===== src/rtl/sfr_pkg.sv =====
// Package: shared types and helpers for the synchronous frame receiver.
// Assumes a maximum data length of nine bits.
package sfr_pkg;

    localparam int unsigned MAX_DATA_BITS = 9;

    typedef enum logic [2:0] {
        RX_IDLE  = 3'd0,
        RX_DATA  = 3'd1,
        RX_PAR   = 3'd2,
        RX_STOP  = 3'd3,
        RX_STOP2 = 3'd4
    } rx_state_e;

    // Maps the 3-bit length code to a data bit count, saturating at nine.
    function automatic int unsigned data_bits(input logic [2:0] code);
        if (code > 3'd4) return MAX_DATA_BITS;
        return int'(code) + 5;
    endfunction

endpackage


===== src/rtl/sfr_sync.sv =====
// Module: multi-stage synchronizer for one asynchronous level.
// Assumes the input level is held for longer than STAGES system clocks.
module sfr_sync #(
    parameter int unsigned STAGES  = 2,
    parameter logic        RST_VAL = 1'b1
) (
    input  logic clk,
    input  logic rst_n,
    input  logic d_i,
    output logic q_o
);
    logic [STAGES-1:0] chain_q;

    genvar g;
    generate
        for (g = 0; g < STAGES; g++) begin : g_stage
            // Purpose: one flop of the synchronizer chain.
            always_ff @(posedge clk) begin
                if (!rst_n) chain_q[g] <= RST_VAL;
                else if (g == 0) chain_q[g] <= d_i;
                else chain_q[g] <= chain_q[(g == 0) ? 0 : g-1];
            end
        end
    endgenerate

    assign q_o = chain_q[STAGES-1];
endmodule


===== src/rtl/sfr_edge.sv =====
// Module: finds the sampling edge of a synchronized shift clock.
// Polarity 0 selects falling edges and polarity 1 selects rising edges.
module sfr_edge (
    input  logic clk,
    input  logic rst_n,
    input  logic lvl_i,
    input  logic pol_i,
    output logic sample_o
);
    logic prev_q;

    // Purpose: remember the previous clock level.
    always_ff @(posedge clk) begin
        if (!rst_n) prev_q <= 1'b1;
        else        prev_q <= lvl_i;
    end

    // Purpose: pick the edge that the polarity selects.
    always_comb begin
        if (pol_i) sample_o = lvl_i & ~prev_q;
        else       sample_o = ~lvl_i & prev_q;
    end
endmodule


===== src/rtl/sfr_deser.sv =====
// Module: frame state machine and shift register.
// Acts on single-cycle sample pulses. Any change of the format inputs while
// a frame is open drops the frame.
module sfr_deser
    import sfr_pkg::*;
#(
    parameter int unsigned MAX_BITS = MAX_DATA_BITS,
    localparam int unsigned CNT_W   = $clog2(MAX_BITS)
) (
    input  logic                clk,
    input  logic                rst_n,
    input  logic                sample_i,
    input  logic                bit_i,
    input  logic                pol_i,
    input  logic [2:0]          len_i,
    input  logic [1:0]          par_i,
    input  logic                two_stop_i,
    output logic [MAX_BITS-1:0] word_o,
    output logic                valid_o,
    output logic                par_err_o,
    output logic                frm_err_o
);
    rx_state_e           state_q;
    logic [CNT_W-1:0]    cnt_q;
    logic [MAX_BITS-1:0] shreg_q;
    logic                acc_q;
    logic [6:0]          cfg_q;
    logic [6:0]          cfg_now;
    logic                cfg_chg;
    logic [CNT_W-1:0]    last_idx;

    assign cfg_now  = {pol_i, len_i, par_i, two_stop_i};
    assign cfg_chg  = (cfg_now != cfg_q);
    assign last_idx = CNT_W'(data_bits(len_i) - 1);

    // Purpose: frame sequencing, bit capture and result strobe.
    always_ff @(posedge clk) begin
        if (!rst_n) begin
            state_q   <= RX_IDLE;
            cnt_q     <= '0;
            shreg_q   <= '0;
            acc_q     <= 1'b0;
            cfg_q     <= cfg_now;
            word_o    <= '0;
            valid_o   <= 1'b0;
            par_err_o <= 1'b0;
            frm_err_o <= 1'b0;
        end else begin
            valid_o   <= 1'b0;
            par_err_o <= 1'b0;
            frm_err_o <= 1'b0;
            cfg_q     <= cfg_now;
            if (cfg_chg && state_q != RX_IDLE) begin
                state_q <= RX_IDLE;
            end else if (sample_i) begin
                case (state_q)
                    RX_IDLE: if (!bit_i) begin
                        state_q <= RX_DATA;
                        cnt_q   <= '0;
                        shreg_q <= '0;
                        acc_q   <= 1'b0;
                    end
                    RX_DATA: begin
                        shreg_q[cnt_q] <= bit_i;
                        acc_q          <= acc_q ^ bit_i;
                        if (cnt_q == last_idx)
                            state_q <= par_i[1] ? RX_PAR : RX_STOP;
                        else
                            cnt_q <= cnt_q + 1'b1;
                    end
                    RX_PAR: begin
                        acc_q   <= acc_q ^ bit_i;
                        state_q <= RX_STOP;
                    end
                    RX_STOP: begin
                        valid_o   <= 1'b1;
                        word_o    <= shreg_q;
                        par_err_o <= par_i[1] && (acc_q != par_i[0]);
                        frm_err_o <= ~bit_i;
                        state_q   <= two_stop_i ? RX_STOP2 : RX_IDLE;
                    end
                    RX_STOP2: state_q <= RX_IDLE;
                    default:  state_q <= RX_IDLE;
                endcase
            end
        end
    end
endmodule


===== src/rtl/sync_frame_rx.sv =====
// Module: top of the synchronous serial frame receiver.
// Assumes each shift clock level lasts at least three system clocks, so that
// the synchronizer passes every edge.
module sync_frame_rx
    import sfr_pkg::*;
#(
    parameter int unsigned MAX_BITS    = MAX_DATA_BITS,
    parameter int unsigned SYNC_STAGES = 2
) (
    input  logic                clk,
    input  logic                rst_n,
    input  logic                sclk_i,
    input  logic                line_i,
    input  logic                cfg_pol_i,
    input  logic [2:0]          cfg_len_i,
    input  logic [1:0]          cfg_par_i,
    input  logic                cfg_two_stop_i,
    output logic [MAX_BITS-1:0] word_o,
    output logic                valid_o,
    output logic                par_err_o,
    output logic                frm_err_o
);
    logic sclk_s, line_s, sample;

    sfr_sync #(.STAGES(SYNC_STAGES), .RST_VAL(1'b1)) u_sync_clk (
        .clk(clk), .rst_n(rst_n), .d_i(sclk_i), .q_o(sclk_s));

    sfr_sync #(.STAGES(SYNC_STAGES), .RST_VAL(1'b1)) u_sync_line (
        .clk(clk), .rst_n(rst_n), .d_i(line_i), .q_o(line_s));

    sfr_edge u_edge (
        .clk(clk), .rst_n(rst_n), .lvl_i(sclk_s), .pol_i(cfg_pol_i),
        .sample_o(sample));

    sfr_deser #(.MAX_BITS(MAX_BITS)) u_deser (
        .clk(clk), .rst_n(rst_n), .sample_i(sample), .bit_i(line_s),
        .pol_i(cfg_pol_i), .len_i(cfg_len_i), .par_i(cfg_par_i),
        .two_stop_i(cfg_two_stop_i), .word_o(word_o), .valid_o(valid_o),
        .par_err_o(par_err_o), .frm_err_o(frm_err_o));
endmodule


===== config.mk =====
export PLATFORM = sky130hd
export DESIGN_NAME = sync_frame_rx
export DESIGN_NICKNAME = d
export VERILOG_FILES = /design/src/rtl/sfr_pkg.sv /design/src/rtl/sfr_sync.sv /design/src/rtl/sfr_edge.sv /design/src/rtl/sfr_deser.sv /design/src/rtl/sync_frame_rx.sv
export SDC_FILE = /design/constraint.sdc
export NUM_CORES = 1
export LEC_CHECK = 0
export BUFFER_PORTS_ARGS = -buffer_cell sky130_fd_sc_hd__buf_4
export CAP_MARGIN = 20
export CORE_MARGIN = 2
export CORE_UTILIZATION = 45
export CTS_CLUSTER_SIZE = 25
export DETAILED_ROUTE_END_ITERATION = 16
export HOLD_SLACK_MARGIN = 0.12
export PLACE_DENSITY = 0.77
export SKIP_CTS_REPAIR_TIMING = 1
export SKIP_LAST_GASP = 1
export SYNTH_ARGS = -nofsm -noshare
export SYNTH_HDL_FRONTEND = slang
export SYNTH_SLANG_ARGS = --single-unit

===== constraint.sdc =====
create_clock -name clk -period 2.31 [get_ports clk]
set_clock_uncertainty 0.2 [all_clocks]
set_input_delay 0.693 -clock clk [delete_from_list [all_inputs] [get_ports clk]]
set_output_delay 0.693 -clock clk [all_outputs]
set_load 0.1 [all_outputs]

# Word level (Yosys, flattened, before mapping)
# Index checks and enable logic that the tools add are counted.
[op_classes] add_sub_neg=3 n_lt_le_gt_ge=3 eq_ne=9 n_mux=20 n_bitwise=10 n_reduce_logical=16
[op_table] op="9-bit case mux with 2 select lines" n=1
[op_table] op="4-bit 2-to-1 mux" n=4
[op_table] op="3-bit case mux with 4 select lines" n=1
[op_table] op="9-bit bitwise mux" n=1
[op_table] op="3-bit 2-to-1 mux" n=3
[op_table] op="9-bit 2-to-1 mux" n=1
[op_table] op="4-bit case mux with 2 select lines" n=1
[op_table] op="4-bit AND reduction" n=2
[op_table] op="7-bit != test" n=1
[op_table] op="1-bit inverter" n=7
[op_table] op="3-bit by 2-bit equality test with 1-bit output (second input constant)" n=2
[op_table] op="1-bit 2-to-1 mux" n=6
[op_table] op="3-bit AND reduction" n=2
[op_table] op="4-bit by 5-bit less-than comparator with 1-bit output (second input constant)" n=1
[op_table] op="5-bit AND reduction" n=1
[op_table] op="3-bit by 3-bit adder with 4-bit output (second input constant)" n=1
[op_table] op="4-bit by 1-bit adder with 4-bit output (second input constant)" n=1
[op_table] op="1-bit demux with 4-bit select" n=1
[op_table] op="4-bit equality test" n=1
[op_table] op="4-bit by 1-bit greater-or-equal comparator with 1-bit output (second input constant)" n=1
[op_table] op="2-bit != test (second input constant)" n=2
[op_table] op="2-bit nonzero test" n=2
[op_table] op="2-bit OR reduction" n=2
[op_table] op="4-bit OR reduction" n=1
[op_table] op="other kinds (12)" n=15
[word_totals] register_bits=41 in_bits=11 output_inout_bits=12 elab_cells=75

# Depth between registers and ports, before layout
# Gate-level depths: netlist (run 1).
[depth] word_depth=7 depth_mapped=8 depth_no_buf=8

# Cells and area by module
# Synthesis (run 1) repeated with hierarchy kept, for this count alone.
[hier_totals] hier_cells=186 hier_area_um2=1871.8
[modules_own_cells] module="sfr_deser" n_inst=1 cells_each=173 area_each_um2=1717.9 seq_area_each_um2=720.7
[modules_own_cells] module="sfr_sync" n_inst=2 cells_each=4 area_each_um2=52.6 seq_area_each_um2=40.0
[modules_own_cells] module="sfr_edge" n_inst=1 cells_each=5 area_each_um2=48.8 seq_area_each_um2=20.0

# Worst setup path before layout (run 1)
# Ideal clock, no wire load.
[synth_timing] path_kind="input-to-reg" from="in cfg_len_i[2]" to="reg u_deser.shreg_q[7]" setup_time_ns=0.115 t_arrival_ns=2.155 required_ns=1.995 slack_ns=-0.160 path_stages=6 n_path_buf=0 path_cell_list="xor2_1 -> nor4_4 -> a2bb2oi_2 -> or4_1 -> o211a_1 -> a31o_1"
[synth_between] elab_chain_len=4
[synth_lines] item="from (decl)" line="sync_frame_rx.sv:15" source="input logic [2:0] cfg_len_i,"
[synth_lines] item="7-bit != test" line="sfr_deser.sv:33" source="assign cfg_chg = (cfg_now != cfg_q);"
[synth_lines] item="1-bit logical AND" line="sfr_deser.sv:53" source="if (cfg_chg && state_q != RX_IDLE) begin"
[synth_lines] item="1-bit inverter (no source line)"
[synth_lines] item="4-bit AND reduction (no source line)"
[synth_lines] item="to (signal, indexed assignment)" line="sfr_deser.sv:64" source="shreg_q[cnt_q] <= bit_i;"
[synth_lines] item="to (decl)" line="sfr_deser.sv:25" source="logic [MAX_BITS-1:0] shreg_q;"
# Every way passes these cells.
# A chain may end at the register's enable or synchronous reset.

# Final worst setup path (run 1)
[layout_timing] from="in cfg_len_i[0]" to="reg u_deser.shreg_q[7]"
# Same word-level chain as after synthesis.

==> results.md, run 1 <==
* CP Max Fanout at 2
* Synth top area cells: dfxtp_1 (44%), nor2b_1 (5.0%), mux2i_1 (4.8%), xor2_1 (4.7%), a21oi_1 (3.8%)
* Sequential share of the synthesized area at 44.09%
* EDFF count, synth at 0
* Avg Cell Area, Syn at 9.126 um^2
* Async set or reset register ratio after synthesis at 0%
* Yosys top cell by area: dfxtp_1
* Clk slew on worst S/H paths at 0.07 ns
* Post-synth top cells: dfxtp_1 (41), nor2_1 (18), nor2b_1 (15)
* FMAX at 0.4328 GHz
* Hold_ws at 0.2204 ns
* Crit path largest cell delay at 0.51 ns
* Crit. End Element: flip-flop
* TritonCTS clock tree: done
* Largest family of logic cells by synthesized area: simple AND/OR/NAND/NOR gates
* CTS root buffer: clkbuf_8
* Endpoints failing hold at 0
* Detail Route Antenna Nets at 0
* Placement Rows at 23
* Final setup violation count at 1
* Synth top area share at 44.09%
* Overflow after GRT at 0
* Mux contribution to synthesized area at 4.839%
* Crit Path Class: input port to flip-flop
* CP dominant cell by count: buf_4
* Via count at 1588
* Critical Path RT at 2.30 ns
* Failing checks: setup timing
* Port Buf Inserts at 22
* Max-capacitance violation count at 0
* Horiz. Die Dim at 68.32 um
* Post-Synthesis Cell Area at 1862 um^2
* Worst Path Arrival at 2.30 ns
* WP buf/inv at 2
* Simple-gate area share of the yosys netlist at 23.05%
* Layout cell share with drive strength beyond 1 at 26.83%
* Clock buffer count from CTS at 5
* # fillers at 343
* Residual DRC at 0
* # diodes at 0
* # nets final at 262
* Post-DR wirelength/cell at 13.10 um
* Type of the most critical hold path: flip-flop to flip-flop
* P_leak at 0.9604 nW
* Dpl cells at 288
* Htree depth at 2
* PD cells at 539.4 nW/um^2
* Syn_nets at 220
* Final Cycle Share at 100.0%
* Final-report max-slew violation count at 0
* Total negative slack at -0.0003826 ns
* Initial Util at 46.54%
* Register area at 820.8 um^2
* RSZ-0062 raised after global routing: yes
* Final wirelength at 3879 um
* Vias in the first global route at 1409
* Register bit total from synthesis at 41
* Tmin final at 2.310 ns
* Critical Path Start Type: input port
* Die Area at 4668 um^2
* Syn Inst Count at 204
* Total track usage at 17.90%
* Synth warn at 0
* Slew @ Worst Pin at 0.3848 ns
* Outcome: finished, violations left
* Post-Synth XOR/XNOR Area at 5.175%
* Tot Pwr at 1.287 mW
* Initial antenna violation count at 0
* Setup slack at placement at -0.3031 ns
* HPWL after DPL at 2758 um
* Worst path cell trace: buf_4, xor2_1, nor3_1, buf_4, a2bb2oi_2, or4_4, o211a_1, a31o_1
* Final setup margin at -0.0003826 ns
* Synth Area in Compound Gates at 15.66%
* Clock tree buffer depth at 2
* Clk_lat worst skew at 0.29 ns
* Largest net degree at the start of global routing at 35
* Routability cong. at 0.8420
* Crit-path slowest cell: or4_4
* Area Growth Syn to Fin at 28.16%
* Most frequent cell after synthesis: dfxtp_1
* Core Box Area at 4000 um^2
* Vias/cell at 5.365
* Boundary Pins at 23
* VDD IR max at 0.4073 mV
* Post-synthesis adder-cell area fraction at 3.360%
* Delay-heaviest family, CP: simple AND/OR/NAND/NOR gates
* Dominant synthesized flop cell: dfxtp_1
* # clock sinks at 41
* 1st-pass router iterations at 4
* Area of the multi-input gates at 1026 um^2
* Final non-filler cell total at 296
* Drt initial violations at 80
* Post-synth cell types at 39
* Global-route wire length before repair at 6168 um
* DIE HEIGHT at 68.32 um
* Worst rel slew slack at 74.15%
==> cells in the final DEF, fill, tap and decap left out, drive strengths merged <==
| master | count |
|---|---|
| ha | 5 |
| dfxtp | 41 |
| xnor2 | 1 |
| o41ai | 1 |
| nand2 | 9 |
| nor4 | 4 |
| o31a | 1 |
| or4 | 1 |
| xor2 | 10 |
| a31oi | 8 |
| nor2b | 15 |
| a31o | 1 |
| and3 | 1 |
| nand3b | 2 |
| mux2i | 9 |
| inv | 7 |
| nand4 | 1 |
| a2bb2oi | 1 |
| nand2b | 6 |
| nand3 | 4 |
| clkdlybuf4s15 | 1 |
| a22oi | 1 |
| o2111ai | 1 |
| clkbuf | 7 |
| nor2 | 18 |
| nor3 | 6 |
| and2 | 3 |
| o21ai | 11 |
| a32o | 1 |
| o221a | 1 |
| nor3b | 3 |
| or3b | 1 |
| or2 | 1 |
| o2bb2ai | 2 |
| a21oi | 14 |
| o211a | 2 |
| buf | 45 |
==> stage by stage <==
step                util [%]  instance area (um^2)
floorplan                  -                  1899
global placement       56.21                  2248
detailed placement     56.21                  2248
CTS                    58.37                  2335
global route           59.65                  2386
finish                 59.65                  2386
==> path summary, 6_finish.rpt <==
| check | end | cells past startpoint | startpoint | slack (ns) |
|---|---|---|---|---|
| worst max-delay path | u_deser.shreg_q[7] | 8 | cfg_len_i[0] | -0.0004 |
| worst min-delay path | u_sync_clk.q_o | 1 | u_sync_clk.chain_q[0] | 0.22 |
| worst max register to register | u_deser.shreg_q[7] | 6 | u_deser.cfg_q[5] | 0.13 |
| worst min register to register | u_sync_clk.q_o | 1 | u_sync_clk.chain_q[0] | 0.22 |
==> cell families after synthesis <==
logic type / Yosys count
DFF: 41
AOI/OAI and AO/OA: 45
muxes: 9
xor gates and xnor gates: 11
adders and majority gates: 5
and+or+nand+nor: 75
buffers and inverters: 18
==> registers in the layout, indices dropped and copies added, names as in the netlist, 3 cells and up <==
name,count
u_deser.state_q,3
u_deser.word_o,9
u_deser.cnt_q,4
u_deser.shreg_q,9
u_deser.cfg_q,7
==> metal layers <==
metal | vias up | routed length (um) | global-route usage, %
li1 | 791 | - | -
met1 | 739 | 1717 | 22.51
met2 | 51 | 1880 | 28.28
met3 | 7 | 192 | 4.605
met4 | 0 | 89 | 9.000
met5 | - | 0 | 0
==> power breakdown <==
part           internal, mW  switching [mW]  total [mW]
combinational        0.0494          0.0467      0.0961
clock                 0.237           0.229       0.466
sequential            0.717         0.00798       0.725
total                  1.00           0.284        1.29
==> area by class of cell <==
class / instances / area share (%)
Inverter: 7 / 1.101
Timing Repair Buffer: 46 / 15.26
Clock buffer: 7 / 3.618
Multi-Input combinational cell: 145 / 43.00
Sequential cell: 41 / 34.40
Tap cell: 50 / 2.622
No activity file was read; power rests on OpenSTA's default activity.
==> run 2, diff against run 1 <==
--- a/config.mk
+++ b/config.mk
@@ -5,12 +5,14 @@
 export SDC_FILE = /design/constraint.sdc
 export NUM_CORES = 1
 export LEC_CHECK = 0
+export ABC_AREA = 1
 export BUFFER_PORTS_ARGS = -buffer_cell sky130_fd_sc_hd__buf_4
 export CAP_MARGIN = 20
 export CORE_MARGIN = 2
 export CORE_UTILIZATION = 45
 export CTS_CLUSTER_SIZE = 25
 export DETAILED_ROUTE_END_ITERATION = 16
+export GPL_ROUTABILITY_DRIVEN = 0
 export HOLD_SLACK_MARGIN = 0.12
 export PLACE_DENSITY = 0.77
 export SKIP_CTS_REPAIR_TIMING = 1
==> results.md, run 2 <==
* Outcome: finished, final reports clean
* Mux contribution to synthesized area at 0% (-4.8 points)
* Horiz. Die Dim at 70.49 um (+3.2%)
* Post-synthesis adder-cell area fraction at 3.145% (-0.22 points)
* Vias in the first global route at 1626 (+15%)
* Post-Synth XOR/XNOR Area at 1.321% (-3.9 points)
* EDFF count, synth at 0 (unchanged)
* Hold Path Origin: u_sync_clk.chain_q[0]
* 1st-pass router iterations at 4 (unchanged)
* Syn Inst Count at 291 (+43%)
* RSZ-0062 raised after global routing: no
* HPWL after DPL at 2839 um (+2.9%)
* Dominant synthesized flop cell: dfxtp_1
* Total negative slack at 0 ns (+0.0003826 ns)
* DIE HEIGHT at 70.49 um (+3.2%)
* Max-capacitance violation count at 0 (unchanged)
* Worst rel slew slack at 70.32% (-3.8 points)
* Type of the most critical hold path: flip-flop to flip-flop
* Hold endpoint: u_sync_clk.q_o
* # clock sinks at 41 (unchanged)
* Largest net degree at the start of global routing at 21 (-40%)
* Endpoints failing hold at 0 (unchanged)
* R2R Setup Slk at 0.45 ns (+0.32 ns)
* CP Max Fanout at 4 (+2)
* Sequential share of the synthesized area at 41.26% (-2.8 points)
* Post-synth cell types at 28 (-28%)
* Area Growth Syn to Fin at 17.42%
* Synth top area cells: dfxtp_1 (41%), nand2_1 (13%), inv_1 (9.8%), nor2_1 (6.2%), nand3_1 (4.3%)
* Slew @ Worst Pin at 0.4446 ns (+0.05979 ns)
* Synth Area in Compound Gates at 11.26% (-4.4 points)
* # nets final at 337 (+29%)
* Final Cycle Share at 87.15% (-13 points)
* # diodes at 0 (unchanged)
* Top Registers: u_deser.shreg_q (9), u_deser.word_o (9), u_deser.cfg_q (7)
* Initial antenna violation count at 0 (unchanged)
* Reg2reg end: u_deser.word_o[6]
* Most common cell after layout, fill and taps aside: nand2_1
* Placement Rows at 24 (+4.3%)
* Initial Util at 46.33% (-0.21 points)
* FMAX at 0.4967 GHz (+15%)
* Synth top area share at 41.26% (-2.8 points)
* Simple-gate area share of the yosys netlist at 30.75% (+7.7 points)
* Final wirelength at 3721 um (-4.1%)
* Total track usage at 17.09% (-0.81 points)
* Global-route wire length before repair at 6755 um (+9.5%)
* VDD IR max at 0.2955 mV (-27%)
* Core Box Area at 4294 um^2 (+7.4%)
* Vias/cell at 4.719 (-12%)
* Final instance area at 2336 um^2 (-2.1%)
* Yosys top cell by area: dfxtp_1
* Tot Pwr at 1.286 mW (about the same)
* Drt initial violations at 84 (+5.0%)
* Tmin final at 2.013 ns (-0.2972 ns)
* Crit. End Element: flip-flop
* Area after DPL at 2250 um^2 (about the same)
* Largest family of logic cells by synthesized area: simple AND/OR/NAND/NOR gates
* Avg Cell Area, Syn at 6.836 um^2 (-25%)
* Boundary Pins at 23 (unchanged)
* P_leak at 1.149 nW (+20%)
* Util after Layout at 54.40% (-5.2 points)
* Critical Path Start Type: input port
* Via count at 1765 (+11%)
* Critical Path RT at 2.30 ns (about the same)
* Syn_nets at 307 (+40%)
* Post-synth top cells: nand2_1 (67), inv_1 (52), dfxtp_1 (41)
* Die Area at 4969 um^2 (+6.5%)
* Worst Path Arrival at 2.00 ns (-0.30 ns)
* Worst R2R Start: u_deser.state_q[0]
* Port Buf Inserts at 22 (unchanged)
* Synth warn at 0 (unchanged)
* Most frequent cell after synthesis: nand2_1
* Worst Hold Depth at 1 (unchanged)
* Final setup violation count at 0 (-1)
* Worst Reg-to-Reg Cells at 5 (-1)
* Most frequent cells in the layout: nand2_1 (67), inv_1 (52), dfxtp_1 (41)
* Hold_ws at 0.2188 ns (-0.001628 ns)
* Clock tree buffer depth at 2 (unchanged)
* Detail Route Antenna Nets at 0 (unchanged)
* Async set or reset register ratio after synthesis at 0% (unchanged)
* Residual DRC at 0 (unchanged)
* Layout cell share with drive strength beyond 1 at 17.39% (-9.4 points)
* Overflow after GRT at 0 (unchanged)
* Register bit total from synthesis at 41 (unchanged)
* Htree depth at 2 (unchanged)
* Clk slew on worst S/H paths at 0.08 ns (about the same)
* Post-DR wirelength/cell at 9.949 um (-24%)
* Clk_lat worst skew at 0.29 ns (about the same)
* Final-report max-slew violation count at 0 (unchanged)
* Post-Synthesis Cell Area at 1989 um^2 (+6.9%)
* TritonCTS clock tree: done
* CTS root buffer: clkbuf_8
* PD cells at 550.5 nW/um^2 (+2.1%)
* Crit Path Class: input port to flip-flop
* Clock buffer count from CTS at 5 (unchanged)
==> run 2: cell types whose count changed after synthesis, sizes merged, moves of 12 or more <==
| cell | before | now |
|---|---|---|
| nand2 | 9 | 68 |
| nor2 | 18 | 35 |
| inv | 7 | 57 |
| nand3 | 4 | 18 |
| o21ai | 11 | 23 |
| nor2b | 15 | 0 |
==> run 2: metal layers <==
metal	vias to the layer above	track usage [%]	wire length, um
met1	761	21.11	1771
met2	41	28.09	1678
met5	-	0	0
met4	0	7.051	58
met3	5	4.473	213
li1	958	-	-
==> run 2: report_power, final <==
group / switching [mW] / internal (mW) / leakage (nW)
registers: 0.00820 / 0.718 / 0.334
logic: 0.0623 / 0.0429 / 0.771
clock network: 0.246 / 0.208 / 0.0439
==> run 2: worst max path at each step <==
stage	start	to	slack [ns]	depth (start not counted)
after floorplan	cfg_len_i[0]	u_deser.state_q[1]	0.26	11
after global placement	cfg_len_i[0]	u_deser.state_q[2]	-0.02	12
after detailed placement	cfg_len_i[0]	u_deser.state_q[2]	-0.008	12
after CTS	cfg_len_i[0]	u_deser.state_q[0]	0.30	12
after global routing	cfg_len_i[0]	u_deser.state_q[2]	0.05	14
final	cfg_len_i[0]	u_deser.state_q[2]	0.30	12
==> run 2: cell type report <==
class	instances	area (um^2)
Fill cell	440	1958
Multi-Input combinational cell	186	924.6
Sequential cell	41	820.8
Timing Repair Buffer	30	225.2
Inverter	57	214.0
Clock buffer	5	68.82
Tap cell	52	65.06
Clock inverter	3	17.52
==> run 2: stage by stage <==
step	instances	setup slack, ns
after floorplan	291	0.2587
after global placement	366	-0.01797
after detailed placement	366	-0.007805
after CTS	374	0.2998
after global routing	374	0.04869
final	374	0.2968
==> run 2: kinds of logic after synthesis <==
family                     Yosys count
and+or+nand+nor                    137
buffers and inverters               64
AOI/OAI and AO/OA                   41
DFF                                 41
adders and majority gates            5
xor gates and xnor gates             3
==> run 2: critical path: stages <==
cell and delay (ns):
buf_4 0.10, inv_2 0.04, ha_1 0.30, nand2_1 0.08
nand2_1 0.06, nand3_1 0.06, nand3_1 0.15, nand2_1 0.11
nand3_1 0.14, inv_1 0.08, o21ai_0 0.14, nor2_1 0.05
